File: src/rtl/scl_gen_pkg.sv
package scl_gen_pkg;

   typedef enum logic [1:0] {
      PH_IDLE = 2'd0,
      PH_LOW  = 2'd1,
      PH_RISE = 2'd2,
      PH_HIGH = 2'd3
   } scl_phase_e;

   localparam int unsigned REG_PRESC = 0;
   localparam int unsigned REG_LOW   = 1;
   localparam int unsigned REG_HIGH  = 2;

endpackage

File: src/rtl/scl_cfg_regs.sv
module scl_cfg_regs
   import scl_gen_pkg::*;
#(
   parameter int DATA_W  = 8,
   parameter int ADDR_W  = 2,
   parameter int CNT_W   = 5,
   parameter int SEL_W   = 3,
   parameter int SEL_LSB = 4,
   parameter int KEY_BIT = 3
) (
   input  logic              clk,
   input  logic              rst_n,
   input  logic              wr_en,
   input  logic [ADDR_W-1:0] addr,
   input  logic [DATA_W-1:0] wdata,
   output logic [DATA_W-1:0] rdata,
   output logic [SEL_W-1:0]  sel,
   output logic [CNT_W-1:0]  low_cnt,
   output logic [CNT_W-1:0]  high_cnt
);

   localparam logic [ADDR_W-1:0] A_PRESC = ADDR_W'(REG_PRESC);
   localparam logic [ADDR_W-1:0] A_LOW   = ADDR_W'(REG_LOW);
   localparam logic [ADDR_W-1:0] A_HIGH  = ADDR_W'(REG_HIGH);
   localparam logic [CNT_W-1:0]  CNT_MIN = CNT_W'(1);
   localparam logic [CNT_W-1:0]  CNT_RST = '1;

   if (SEL_LSB + SEL_W > DATA_W) begin : g_bad_sel
      $error("select field does not fit the data width");
   end
   if (KEY_BIT >= SEL_LSB) begin : g_bad_key
      $error("key bit must sit below the select field");
   end
   if (CNT_W >= DATA_W) begin : g_bad_cnt
      $error("count field must leave reserved bits");
   end
   if (ADDR_W < 2) begin : g_bad_addr
      $error("three registers need two address bits");
   end

   logic [SEL_W-1:0] sel_q;
   logic [CNT_W-1:0] low_q, high_q;

   function automatic logic [CNT_W-1:0] floor_cnt(input logic [CNT_W-1:0] v);
      return (v == '0) ? CNT_MIN : v;
   endfunction

   always_ff @(posedge clk or negedge rst_n) begin
      if (!rst_n) begin
         sel_q  <= '0;
         low_q  <= CNT_RST;
         high_q <= CNT_RST;
      end else if (wr_en) begin
         case (addr)
            A_PRESC: if (wdata[KEY_BIT]) sel_q <= wdata[SEL_LSB +: SEL_W];
            A_LOW:   low_q  <= floor_cnt(wdata[CNT_W-1:0]);
            A_HIGH:  high_q <= floor_cnt(wdata[CNT_W-1:0]);
            default: ;
         endcase
      end
   end

   always_comb begin
      rdata = '1;
      case (addr)
         A_PRESC: rdata[SEL_LSB +: SEL_W] = sel_q;
         A_LOW:   rdata[CNT_W-1:0] = low_q;
         A_HIGH:  rdata[CNT_W-1:0] = high_q;
         default: ;
      endcase
   end

   assign sel      = sel_q;
   assign low_cnt  = low_q;
   assign high_cnt = high_q;

   // a write without the key leaves the select untouched
   a_r2_key_guard: assert property (@(posedge clk) disable iff (!rst_n)
      (wr_en && addr == A_PRESC && !wdata[KEY_BIT]) |=> $stable(sel_q));

   // stored counts never reach zero
   a_r3_count_floor: assert property (@(posedge clk) disable iff (!rst_n)
      (low_q != '0) && (high_q != '0));

endmodule

File: src/rtl/scl_prescaler.sv
module scl_prescaler #(
   parameter int SEL_W = 3
) (
   input  logic             clk,
   input  logic             rst_n,
   input  logic             en,
   input  logic [SEL_W-1:0] sel,
   output logic             tick
);

   localparam int PW = (1 << SEL_W) - 1;

   if (SEL_W < 1 || SEL_W > 4) begin : g_bad_sel
      $error("prescale select width must be 1 to 4");
   end

   logic [PW-1:0] pcnt;
   logic [PW-1:0] limit;
   logic [PW:0]   one_sh;

   always_comb begin
      one_sh = (PW+1)'(1) << sel;
      limit  = PW'(one_sh - (PW+1)'(1));
   end

   assign tick = en && (pcnt >= limit);

   always_ff @(posedge clk or negedge rst_n) begin
      if (!rst_n)             pcnt <= '0;
      else if (!en || tick)   pcnt <= '0;
      else                    pcnt <= pcnt + PW'(1);
   end

   // every counted phase starts from a fresh prescaler period
   a_r4_fresh_period: assert property (@(posedge clk) disable iff (!rst_n)
      $rose(en) |-> (pcnt == '0));

endmodule

File: src/rtl/scl_in_filter.sv
module scl_in_filter #(
   parameter int SYNC_STAGES = 2,
   parameter bit FILTER_EN   = 1'b1
) (
   input  logic clk,
   input  logic rst_n,
   input  logic scl_in,
   output logic scl_seen
);

   if (SYNC_STAGES < 2) begin : g_bad_sync
      $error("at least two synchronizer stages are required");
   end

   logic [SYNC_STAGES-1:0] chain;
   logic                   sync_out;

   always_ff @(posedge clk or negedge rst_n) begin
      if (!rst_n) chain <= '1;
      else        chain <= {chain[SYNC_STAGES-2:0], scl_in};
   end

   assign sync_out = chain[SYNC_STAGES-1];

   if (FILTER_EN) begin : g_filter
      logic s_prev, filt_q;

      always_ff @(posedge clk or negedge rst_n) begin
         if (!rst_n) begin
            s_prev <= 1'b1;
            filt_q <= 1'b1;
         end else begin
            s_prev <= sync_out;
            if (sync_out == s_prev) filt_q <= s_prev;
         end
      end

      assign scl_seen = filt_q;

      // the filtered level only moves after two agreeing samples
      a_r6_filter_agree: assert property (@(posedge clk) disable iff (!rst_n)
         (filt_q != $past(filt_q)) |-> ($past(sync_out) == filt_q && $past(s_prev) == filt_q));
   end else begin : g_direct
      assign scl_seen = sync_out;
   end

endmodule

File: src/rtl/scl_phase_fsm.sv
module scl_phase_fsm
   import scl_gen_pkg::*;
#(
   parameter int CNT_W      = 5,
   parameter int SEL_W      = 3,
   parameter int OVH_DIRECT = 4,
   parameter int OVH_DIV    = 3
) (
   input  logic             clk,
   input  logic             rst_n,
   input  logic             run,
   input  logic             tick,
   input  logic             scl_seen,
   input  logic [SEL_W-1:0] sel,
   input  logic [CNT_W-1:0] low_cnt,
   input  logic [CNT_W-1:0] high_cnt,
   output logic             count_en,
   output logic             drive_low,
   output logic             strobe_change,
   output logic             strobe_sample
);

   localparam int PH_W = CNT_W + 1;

   if (OVH_DIRECT < 2 || OVH_DIV < 2) begin : g_bad_ovh_min
      $error("phase overhead must be at least two ticks");
   end
   if (OVH_DIRECT > (1 << CNT_W) || OVH_DIV > (1 << CNT_W)) begin : g_bad_ovh_max
      $error("phase overhead does not fit the phase counter");
   end

   scl_phase_e       st;
   logic [PH_W-1:0]  cnt;
   logic [PH_W-1:0]  ovh, len_low, len_high, half_high;
   logic             end_low, end_high, mid_high;

   always_comb begin
      ovh       = (sel == '0) ? PH_W'(OVH_DIRECT) : PH_W'(OVH_DIV);
      len_low   = PH_W'(low_cnt) + ovh;
      len_high  = PH_W'(high_cnt) + ovh;
      half_high = len_high >> 1;
      end_low   = tick && (cnt == len_low - PH_W'(1));
      end_high  = tick && (cnt == len_high - PH_W'(1));
      mid_high  = tick && (cnt == half_high - PH_W'(1));
   end

   always_ff @(posedge clk or negedge rst_n) begin
      if (!rst_n) begin
         st            <= PH_IDLE;
         cnt           <= '0;
         strobe_change <= 1'b0;
         strobe_sample <= 1'b0;
      end else begin
         strobe_change <= 1'b0;
         strobe_sample <= 1'b0;
         case (st)
            PH_IDLE: begin
               cnt <= '0;
               if (run) begin
                  st            <= PH_LOW;
                  strobe_change <= 1'b1;
               end
            end
            PH_LOW: begin
               if (end_low) begin
                  st  <= PH_RISE;
                  cnt <= '0;
               end else if (tick) begin
                  cnt <= cnt + PH_W'(1);
               end
            end
            PH_RISE: begin
               cnt <= '0;
               if (scl_seen) st <= PH_HIGH;
            end
            PH_HIGH: begin
               if (mid_high) strobe_sample <= 1'b1;
               if (end_high) begin
                  cnt <= '0;
                  if (run) begin
                     st            <= PH_LOW;
                     strobe_change <= 1'b1;
                  end else begin
                     st <= PH_IDLE;
                  end
               end else if (tick) begin
                  cnt <= cnt + PH_W'(1);
               end
            end
            default: st <= PH_IDLE;
         endcase
      end
   end

   assign drive_low = (st == PH_LOW);
   assign count_en  = (st == PH_LOW) || (st == PH_HIGH);

   // the change strobe only appears while the line is pulled low
   a_r7_change_in_low: assert property (@(posedge clk) disable iff (!rst_n)
      strobe_change |-> drive_low);

   // the change strobe lasts a single cycle
   a_r7_change_single: assert property (@(posedge clk) disable iff (!rst_n)
      strobe_change |=> !strobe_change);

   // sampling happens only on a released line
   a_r8_sample_released: assert property (@(posedge clk) disable iff (!rst_n)
      strobe_sample |-> !drive_low);

   // the two strobes never coincide
   a_r8_strobes_apart: assert property (@(posedge clk) disable iff (!rst_n)
      $onehot0({strobe_change, strobe_sample}));

   // the high count starts only after the filtered bus reads high
   a_r6_high_after_bus: assert property (@(posedge clk) disable iff (!rst_n)
      (st == PH_HIGH && $past(st) == PH_RISE) |-> $past(scl_seen));

   // a low phase ends only on its final tick
   a_r4_low_complete: assert property (@(posedge clk) disable iff (!rst_n)
      (st == PH_RISE && $past(st) == PH_LOW) |->
         ($past(tick) && $past(cnt) == $past(len_low) - PH_W'(1)));

   // idle without a request stays idle
   a_r9_idle_holds: assert property (@(posedge clk) disable iff (!rst_n)
      (st == PH_IDLE && !run) |=> (st == PH_IDLE));

endmodule

File: src/rtl/scl_clock_gen.sv
module scl_clock_gen #(
   parameter int DATA_W      = 8,
   parameter int ADDR_W      = 2,
   parameter int CNT_W       = 5,
   parameter int SEL_W       = 3,
   parameter int SEL_LSB     = 4,
   parameter int KEY_BIT     = 3,
   parameter int OVH_DIRECT  = 4,
   parameter int OVH_DIV     = 3,
   parameter int SYNC_STAGES = 2,
   parameter bit FILTER_EN   = 1'b1
) (
   input  logic              clk,
   input  logic              rst_n,
   input  logic              cfg_wr,
   input  logic [ADDR_W-1:0] cfg_addr,
   input  logic [DATA_W-1:0] cfg_wdata,
   output logic [DATA_W-1:0] cfg_rdata,
   input  logic              run,
   input  logic              scl_in,
   output logic              scl_drive_low,
   output logic              strobe_change,
   output logic              strobe_sample
);

   logic [SEL_W-1:0] sel;
   logic [CNT_W-1:0] low_cnt, high_cnt;
   logic             tick, count_en, scl_seen;

   scl_cfg_regs #(
      .DATA_W (DATA_W), .ADDR_W (ADDR_W), .CNT_W (CNT_W),
      .SEL_W (SEL_W), .SEL_LSB (SEL_LSB), .KEY_BIT (KEY_BIT)
   ) u_regs (
      .clk (clk), .rst_n (rst_n), .wr_en (cfg_wr), .addr (cfg_addr),
      .wdata (cfg_wdata), .rdata (cfg_rdata), .sel (sel),
      .low_cnt (low_cnt), .high_cnt (high_cnt)
   );

   scl_prescaler #(.SEL_W (SEL_W)) u_presc (
      .clk (clk), .rst_n (rst_n), .en (count_en), .sel (sel), .tick (tick)
   );

   scl_in_filter #(.SYNC_STAGES (SYNC_STAGES), .FILTER_EN (FILTER_EN)) u_filt (
      .clk (clk), .rst_n (rst_n), .scl_in (scl_in), .scl_seen (scl_seen)
   );

   scl_phase_fsm #(
      .CNT_W (CNT_W), .SEL_W (SEL_W),
      .OVH_DIRECT (OVH_DIRECT), .OVH_DIV (OVH_DIV)
   ) u_fsm (
      .clk (clk), .rst_n (rst_n), .run (run), .tick (tick),
      .scl_seen (scl_seen), .sel (sel), .low_cnt (low_cnt),
      .high_cnt (high_cnt), .count_en (count_en), .drive_low (scl_drive_low),
      .strobe_change (strobe_change), .strobe_sample (strobe_sample)
   );

endmodule

File: config.mk
export PLATFORM = sky130hd
export DESIGN_NAME = scl_clock_gen
export DESIGN_NICKNAME = d
export VERILOG_FILES = /design/src/rtl/scl_gen_pkg.sv /design/src/rtl/scl_cfg_regs.sv /design/src/rtl/scl_prescaler.sv /design/src/rtl/scl_in_filter.sv /design/src/rtl/scl_phase_fsm.sv /design/src/rtl/scl_clock_gen.sv
export SDC_FILE = /design/constraint.sdc
export NUM_CORES = 1
export LEC_CHECK = 0
export BUFFER_PORTS_ARGS = -buffer_cell sky130_fd_sc_hd__buf_2
export CORE_MARGIN = 3
export CORE_UTILIZATION = 54
export CTS_CLUSTER_SIZE = 30
export DETAILED_ROUTE_END_ITERATION = 8
export GPL_TIMING_DRIVEN = 0
export HOLD_SLACK_MARGIN = 0.06
export PLACE_DENSITY = 0.73
export SYNTH_ARGS = -nofsm -noshare
export SYNTH_HDL_FRONTEND = slang
export SYNTH_HIERARCHICAL = 1
export SYNTH_SLANG_ARGS = --single-unit
File: constraint.sdc
create_clock -name clk -period 4 [get_ports clk]
set_clock_uncertainty 0.05 [all_clocks]
set_input_delay 0.8 -clock clk [delete_from_list [all_inputs] [get_ports clk]]
set_output_delay 0.8 -clock clk [all_outputs]
set_load 0.005 [all_outputs]
==> results of run 1 <==
## metrics by stage
stage / area, um2 / instances / TNS (ps) / worst slack, ps / hold slack, ps
final: 2990 / 372 / 0 / 226 / 307
after global routing: 2990 / 372 / 0 / 49.7 / 310
after CTS: 2980 / 370 / 0 / 69.8 / 309
after detailed placement: 2840 / 362 / -1780 / -269 / 299
after global placement: 2840 / 362 / -807 / -183 / 297
after floorplan: 2640 / 274 / 0 / 255 / 295
## where the power goes
group | internal (W) | switching, W
registers | 0.000413 | 0.0000634
logic | 0.000430 | 0.000484
clock network | 0.000174 | 0.000121
## worst reg2reg max path: cells and delay by family (launching register included)
kind / cells / cell delay [ps]
adders and majority gates: 3 / 830
AOI/OAI and AO/OA: 4 / 790
muxes: 2 / 540
DFF: 1 / 460
and+or+nand+nor: 1 / 460
xor gates and xnor gates: 2 / 350
buffers and inverters: 1 / 160
## cells by family (layout without fill, tap and decap cells)
group	after synthesis	after routing	synth area share, %
AOI/OAI and AO/OA	48	48	13.2
xor gates and xnor gates	32	32	11.1
adders and majority gates	34	34	16.6
and+or+nand+nor	71	71	13.1
DFF	34	34	32.9
other	1	1	0.142
buffers and inverters	36	69	5.54
muxes	18	18	7.39
## sequential cells by signal, indices dropped and copies added, names as in the netlist
signal,cells
u_filt/chain,2
u_filt/g_filter.s_prev,1
u_filt/scl_seen,1
u_fsm/cnt,6
u_fsm/st,2
u_fsm/strobe_change,1
u_fsm/strobe_sample,1
u_presc/pcnt,7
u_regs/high_cnt,5
u_regs/low_cnt,5
u_regs/sel,3
## metal layers
metal / track usage, % / vias up / routed length [um]
li1: - / 1011 / -
met1: 23.7 / 971 / 2220
met2: 31.4 / 36 / 2390
met3: 4.27 / 10 / 184
met4: 7.43 / 0 / 108
met5: 0 / - / 0
## layout by cell type, fill, tap and decap left out, types with 2 or more instances in the layout
master,n
a21o_1,2
a21oi_1,13
a21oi_2,2
a22oi_1,5
a41oi_1,4
and3_1,2
buf_2,28
buf_4,3
clkbuf_1,3
clkbuf_8,8
dfrtp_1,20
dfstp_2,14
ha_1,30
inv_1,26
mux2_1,8
mux2_2,4
mux2i_1,6
nand2_1,19
nand2b_1,3
nand3_1,9
nand4_1,4
nor2_1,19
nor2b_1,3
nor3_1,2
o211ai_1,3
o21ai_0,3
o21bai_1,2
o22ai_1,3
or3_1,2
xnor2_1,15
xor2_1,15
## path summary, 6_finish.rpt
check,start,cells past startpoint,endpoint,slack [ps]
max in group asynchronous,rst_n,1,u_regs/sel[0],2880
worst max-delay path,u_regs/sel[1],13,u_fsm/st[1],230
worst min-delay path,u_filt/chain[0],0,u_filt/chain[1],310
min in group asynchronous,rst_n,1,u_fsm/strobe_sample,530
worst min register to register,u_filt/chain[0],0,u_filt/chain[1],310
worst max register to register,u_regs/sel[1],13,u_fsm/st[1],230
## repair_timing
action	CTS	global route
pin swaps	1	1
buffers inserted	0	2
endpoints found under the setup margin	9	7
resized for setup	4	1
## final cells by class
cell class,instances,area share (%)
inverters,26,3.26
repair buffers,25,4.35
well taps,65,2.72
multi-input cells,204,55.4
plain buffers,10,1.63
clock buffers,8,3.68
flip-flops and latches,34,29.0
## Yosys cell counts (3+ instances only)
library cell / instances
dfrtp_1: 20
ha_1: 31
a21oi_1: 13
nand2b_1: 3
mux2i_1: 6
o21ai_0: 3
xor2_1: 15
xnor2_1: 16
mux2_1: 8
inv_1: 26
nand3_1: 9
a22oi_1: 5
nand4_1: 4
dfstp_2: 14
nand2_1: 19
nor2_1: 19
clkbuf_1: 3
a41oi_1: 4
nor2b_1: 3
o22ai_1: 3
mux2_2: 4
buf_2: 5
o211ai_1: 3
or3_1: 3
==> run summary, run 1 <==
Mapped Area - 2640 um2
overall power - 0.00169 W
final count of negative-setup-slack endpoints - 0
CTS root buffer - clkbuf_8
RD Place Congestion - 0.858
H-tree levels - 2
drt first pass iters - 4
final-stage net count - 354
1st-iter DRT viols - 94
die width - 76.0 um
post-synth top area cell - dfrtp_1
CP bufs+invs - 1
core box area - 4530 um2
Post-synth EDFFs - 0
CP delay by family, top - adder cells
hold_buf cts - 0
syn avg cell area - 9.64 um2
CP Class - reg2reg
Mapped Nets - 322
area of the multi-input gates - 1660 um2
period utilization - 94.3%
# rows - 24
minimum clock period - 3770 ps
f_max - 265 MHz
Most common cell on crit path - ha_1
Sink Count - 34
HP Class - reg2reg
Fill cells - 383
CP max stage delay - 460 ps
die extent in y - 76.0 um
Area contributors post-synth - dfrtp_1, ha_1, dfstp_2
crit path cell chain - or3_4 > ha_1 > fa_2 > xnor2_4 > buf_4 > ha_1 > a21boi_2 > mux2i_1 > o22ai_1 > xnor2_1 > o2111ai_2 > a21oi_1 > mux2_1
Critical Path AT - 3890 ps
CTS buffer count - 5
post-route ant nets - 0
ys flop type - dfrtp_1
Power Density - 563 nW/um2
Yosys reg bits - 34
max cap viols - 0
startpoint types - register
required time of the critical path - 4120 ps
ys async rst share - 100%
CTS Buffer Depth - 2
Tightest Pin Transition - 765 ps
share of the synthesized area in the top cell type - 18.9%
drt via density - 5.45
number of global-route vias before repair - 1994
Post-DP HPWL - 3.78 mm
Slew headroom - 49.0%
Worst Path Max Fanout - 9
WL final - 4.90 mm
port bufs - 23
Final Max Tran Viols - 0
final hold violations - 0
outcome - finished clean
register area - 868 um2
Clk pin slew, worst setup/hold paths - 70 ps
wire per inst - 13.2 um
sequential share of the synthesized area - 32.9%
ant diodes - 0
share of layout cells above drive strength 1 - 24.1%
total grt overflow - 0
number of distinct library cells after synthesis - 53
RSZ-0062 raised after global routing - no
Initial Utilization - 58.3%
CP max-delay cell - dfrtp_1
Tot GR Track Use - 18.8%
P_leak - 1.43 nW
# IOs - 26
worst skew pair latency - 290 ps
post-layout util - 66.0%
synth warn - 6
routed vias - 2028
initial antenna violation count - 0
crit end category - register
largest net degree at the start of global routing - 35
maximum vdd drop - 0.269 mV
die area - 5770 um2
Post-route DRC - 0
first-pass GRT wire length - 8.87 mm
Cells after Synth - 274
CTS tree - done
area delta synth->final - 13.3%
(Power assumes the default switching activity.)
==> run 2, diff against run 1 <==
--- a/config.mk
+++ b/config.mk
@@ -8,6 +8,7 @@
 export BUFFER_PORTS_ARGS = -buffer_cell sky130_fd_sc_hd__buf_2
 export CORE_MARGIN = 3
 export CORE_UTILIZATION = 54
+export CTS_BUF_LIST = sky130_fd_sc_hd__clkbuf_4
 export CTS_CLUSTER_SIZE = 30
 export DETAILED_ROUTE_END_ITERATION = 8
 export GPL_TIMING_DRIVEN = 0
==> constraint.sdc (replaced) <==
create_clock -name clk -period 4 [get_ports clk]
set_clock_uncertainty 0.05 [all_clocks]
set_input_delay 0.8 -clock clk [delete_from_list [all_inputs] [get_ports clk]]
set_output_delay 0.8 -clock clk [all_outputs]
set_load 0.01 [all_outputs]
==> run 2 against run 1 <==
  * Largest cell class unchanged
  * Cell count did not move
  * Routed wire length shrank 2.2%
  * Sequential share of layout area rose by 0.67 points
  * Final area down 2.0%
  * Clock-buffer cell count decreased by 3
  * Global-route usage shrank 0.43 points
  * Critical endpoint unchanged
  * Highest routed layer unchanged
  * Clock power fell by 41%
  * Die area unchanged
  * Critical path depth unchanged
  * Sequential power about the same
  * Worst setup slack improved by 6.6 ps
==> run summary, run 2 (same netlist as run 1, synthesis figures left out) <==
outcome - finished clean
1st-iter DRT viols - 82 (-13%)
overall power - 0.00157 W (-7.0%)
port bufs - 23 (unchanged)
CTS Buffer Depth - 2 (unchanged)
most frequent cells in the layout - ha_1, buf_2, inv_1
Worst Path Max Fanout - 9 (unchanged)
commonest non-fill, non-tap cell in the layout - ha_1
hold_sp - u_filt/chain[0]
maximum vdd drop - 0.300 mV (+11%)
Power Density - 534 nW/um2 (-5.1%)
core box area - 4530 um2 (unchanged)
die area - 5770 um2 (unchanged)
required time of the critical path - 4160 ps (+40 ps)
post-layout util - 64.7% (-1.3 points)
f_max - 265 MHz (+0.17%)
design area - 2930 um2 (-2.0%)
ant diodes - 0 (unchanged)
RSZ-0062 raised after global routing - no
CTS root buffer - clkbuf_4
Final TNS setup - 0 ps (unchanged)
drt first pass iters - 4 (unchanged)
# IOs - 26 (unchanged)
die width - 76.0 um (unchanged)
Post-route DRC - 0 (unchanged)
die extent in y - 76.0 um (unchanged)
largest net degree at the start of global routing - 35 (unchanged)
reg-to-reg startpoint - u_regs/sel[1]
# rows - 24 (unchanged)
Biggest register - u_presc/pcnt
startpoint types - register
routed vias - 2016 (-0.59%)
share of layout cells above drive strength 1 - 23.8% (-0.33 points)
CP Class - reg2reg
Largest register FFs - 7 (unchanged)
Top Registers - u_presc/pcnt x7, u_fsm/cnt x6
Sink Count - 34 (unchanged)
final-stage net count - 354 (unchanged)
first-pass GRT wire length - 8.80 mm (-0.70%)
Initial Utilization - 58.3% (unchanged)
Final Max Tran Viols - 0 (unchanged)
final count of negative-setup-slack endpoints - 0 (unchanged)
area delta synth->final - 11.0%
H-tree levels - 2 (unchanged)
Worst Setup SP - u_regs/sel[1]
Clk pin slew, worst setup/hold paths - 110 ps (+40 ps)
drt via density - 5.42 (-0.59%)
Critical Path AT - 3930 ps (+40 ps)
CTS buffer count - 5 (unchanged)
Slew headroom - 49.4% (+0.38 points)
max cap viols - 0 (unchanged)
worst skew pair latency - 330 ps (+40 ps)
WL final - 4.80 mm (-2.2%)
final hold violations - 0 (unchanged)
minimum clock period - 3770 ps (-6.58 ps)
number of global-route vias before repair - 1984 (-0.50%)
wire per inst - 12.9 um (-2.2%)
P_leak - 1.40 nW (-2.2%)
crit end category - register
RD Place Congestion - 0.858 (unchanged)
Tot GR Track Use - 18.4% (-0.43 points)
initial antenna violation count - 0 (unchanged)
HP Class - reg2reg
period utilization - 94.2% (-0.16 points)
placed instance area - 2840 um2 (unchanged)
CTS tree - done
Tightest Pin Transition - 759 ps (-5.75 ps)
Post-DP HPWL - 3.78 mm (unchanged)
total grt overflow - 0 (unchanged)
post-route ant nets - 0 (unchanged)
==> run 2: per-layer routing <==
metal  share of wire (%)  track usage, %  vias to the layer above
li1                    -               -                     1013
met5                   0               0                        -
met1                  46            23.8                      958
met3                 3.8            3.79                       11
met2                  48            30.9                       34
met4                 1.6            5.80                        0
==> run 2: what timing repair did <==
item	CTS	global route
setup endpoints to repair	9	7
hold buffers	0	0
setup buffers	0	2
gates resized for setup	4	3
pin swaps	1	1
==> run 2: path summary, 6_finish.rpt <==
check | to | slack [ps] | cells after the start
worst max-delay path | u_fsm/st[1] | 230 | 13
worst min-delay path | u_filt/chain[1] | 310 | 0
worst max register to register | u_fsm/st[1] | 230 | 13
worst min register to register | u_filt/chain[1] | 310 | 0
max in group asynchronous | u_regs/sel[2] | 2900 | 1
min in group asynchronous | u_fsm/strobe_sample | 480 | 1
==> run 2: cell type report <==
class                      count  area, um2
multi-input combinational    204       1660
inverter                      26       97.6
timing repair buffer          25        130
clock inverter                 3       11.3
fill                         394       1600
sequential                    34        871
tap                           65       81.3
clock buffer                   5       37.5
buffer                        10       48.8
==> run 2: report_power, final <==
group | leakage, nW | internal, W | total [W] | switching, W
clock network | 0.0277 | 0.0000626 | 0.000175 | 0.000112
logic | 0.956 | 0.000429 | 0.000916 | 0.000487
registers | 0.412 | 0.000414 | 0.000477 | 0.0000630
total | 1.40 | 0.000905 | 0.00157 | 0.000662
==> run 2: critical path: stages (launching register included) <==
cell and delay (ps):
dfrtp_2 470, or3_4 450, ha_1 230, fa_2 400
xnor2_4 170, buf_4 150, ha_1 200, a21boi_2 220
mux2i_1 210, o22ai_1 120, xnor2_1 180, o2111ai_2 230
a21oi_1 220, mux2_1 330
==> run 2: stage by stage <==
stage | setup WS (ps) | hold slack, ps | instances
final | 233 | 311 | 372
after detailed placement | -269 | 299 | 362
after floorplan | 255 | 295 | 274
after global routing | 60.2 | 316 | 372
after global placement | -183 | 297 | 362
after CTS | 51.9 | 314 | 370
==> run 3, diff against run 2 <==
--- a/config.mk
+++ b/config.mk
@@ -13,7 +13,7 @@
 export DETAILED_ROUTE_END_ITERATION = 8
 export GPL_TIMING_DRIVEN = 0
 export HOLD_SLACK_MARGIN = 0.06
-export PLACE_DENSITY = 0.73
+export PLACE_DENSITY_LB_ADDON = 0.2
 export SYNTH_ARGS = -nofsm -noshare
 export SYNTH_HDL_FRONTEND = slang
 export SYNTH_HIERARCHICAL = 1
==> run 3 against run 2 <==
  * Worst setup slack lost 12 ps
  * Non-clock buffer count down 1
  * Clock power increased by 46%
  * Global-route usage up 0.20 points
  * Critical endpoint unchanged
  * First-iteration DRC count increased by 20%
  * Sequential share of layout area decreased by 0.39 points
  * Power increased by 4.8%
  * Cell count is 0.27% lower
==> run summary, run 3 (same netlist as run 1, synthesis figures left out) <==
outcome - finished clean
worst skew pair latency - 350 ps (+20 ps)
Worst Path Max Fanout - 9 (unchanged)
RSZ-0062 raised after global routing - no
number of global-route vias before repair - 1963 (-1.1%)
Worst Setup SP - u_regs/sel[1]
# IOs - 26 (unchanged)
RD Place Congestion - 0.815 (-4.9%)
CP Class - reg2reg
commonest non-fill, non-tap cell in the layout - ha_1
first-pass GRT wire length - 8.81 mm (about the same)
largest net degree at the start of global routing - 35 (unchanged)
die area - 5770 um2 (unchanged)
die width - 76.0 um (unchanged)
core box area - 4530 um2 (unchanged)
post-layout util - 65.5% (+0.77 points)
f_max - 265 MHz (-0.32%)
1st-iter DRT viols - 98 (+20%)
CTS Buffer Depth - 2 (unchanged)
drt via density - 5.36 (-1.1%)
final count of negative-setup-slack endpoints - 0 (unchanged)
Power Density - 553 nW/um2 (+3.6%)
Critical Path AT - 3960 ps (+30 ps)
Tot GR Track Use - 18.6% (+0.20 points)
required time of the critical path - 4180 ps (+20 ps)
Post-DP HPWL - 3.70 mm (-2.0%)
initial antenna violation count - 0 (unchanged)
Sink Count - 34 (unchanged)
die extent in y - 76.0 um (unchanged)
HP Class - reg2reg
ant diodes - 0 (unchanged)
R2R depth - 13 (unchanged)
Final Max Tran Viols - 0 (unchanged)
Slew headroom - 52.0% (+2.6 points)
Post-route DRC - 0 (unchanged)
pre-CTS setup slack - -256 ps (+13.8 ps)
final-stage net count - 353 (-0.28%)
CTS buffer count - 5 (unchanged)
area delta synth->final - 12.4%
post-route ant nets - 0 (unchanged)
CTS tree - done
H-tree levels - 2 (unchanged)
Top Registers - u_presc/pcnt x7, u_fsm/cnt x6
wire per inst - 13.0 um (+0.77%)
drt first pass iters - 6 (+2)
port bufs - 23 (unchanged)
total grt overflow - 0 (unchanged)
maximum vdd drop - 0.299 mV (-0.60%)
routed vias - 1989 (-1.3%)
Hold Slack - 311 ps (-0.827 ps)
max cap viols - 0 (unchanged)
most frequent cells in the layout - ha_1, buf_2, inv_1
hold path depth - 0 (unchanged)
period utilization - 94.5% (+0.30 points)
Initial Utilization - 58.3% (unchanged)
crit end category - register
Largest register FFs - 7 (unchanged)
WL final - 4.82 mm (+0.50%)
CTS root buffer - clkbuf_4
startpoint types - register
reg-to-reg startpoint - u_regs/sel[1]
area of the multi-input gates - 1670 um2 (+0.83%)
Fill cells - 394 (unchanged)
final worst slack - 221 ps (-12.0 ps)
hold_sp - u_filt/chain[0]
minimum clock period - 3780 ps (+12.0 ps)
Biggest register - u_presc/pcnt
Tightest Pin Transition - 720 ps (-38.6 ps)
P_leak - 1.41 nW (+1.1%)
Clk pin slew, worst setup/hold paths - 110 ps (about the same)
# rows - 24 (unchanged)
share of layout cells above drive strength 1 - 23.9% (+0.078 points)
final hold violations - 0 (unchanged)
register area - 870 um2 (-0.14%)
run 3: report_power, final:
group | switching (W) | internal (W) | total [W]
clock network | 0.000119 | 0.000137 | 0.000256
logic | 0.000498 | 0.000414 | 0.000912
registers | 0.0000610 | 0.000413 | 0.000474
run 3: critical path, cell delays in order (launching register included):
cell and delay [ps]:
dfrtp_2 470, or3_4 450, ha_1 230, fa_1 430
xnor2_2 160, buf_4 160, ha_1 200, a21boi_2 220
mux2i_1 210, o22ai_1 130, xnor2_2 200, o2111ai_4 220
a21oi_1 200, mux2_1 330
run 3: stage by stage:
stage | setup TNS (ps) | power (W) | std cells | instance area [um2]
floorplan | 0 | 0.00117 | 274 | 2640
global placement | -766 | 0.00132 | 362 | 2840
detailed placement | -1610 | 0.00134 | 362 | 2840
CTS | 0 | 0.00163 | 371 | 2930
global route | 0 | 0.00181 | 371 | 2970
finish | 0 | 0.00164 | 371 | 2970
run 3: metal layers:
layer  track usage [%]  vias up  part of all wire (%)
li1                  -     1014                     -
met1              25.0      912                    47
met2              28.7       51                    46
met3              4.38       12                   5.2
met4              8.15        0                   2.2
met5                 0        -                     0
run 3: path summary, 6_finish.rpt:
check                      slack, ps             endpoint
min in group asynchronous        430  u_fsm/strobe_sample
hold reg to reg                  310      u_filt/chain[1]
setup / recovery                 220          u_fsm/st[1]
setup reg to reg                 220          u_fsm/st[1]
hold / removal                   310      u_filt/chain[1]
max in group asynchronous       2940        u_regs/sel[1]
run 3: timing repair:
item	CTS	global route
hold buffers	0	0
endpoints found under the setup margin	9	8
pin swaps	1	0
setup buffers	1	0
resized for setup	1	6
run 3: layout make-up:
cell class,count,area share [%]
multi-input combinational,204,56.3
sequential,34,29.3
timing repair buffer,24,4.13
inverter,26,3.29
tap,65,2.74
buffer,10,1.64
clock buffer,6,1.52
clock inverter,2,1.14
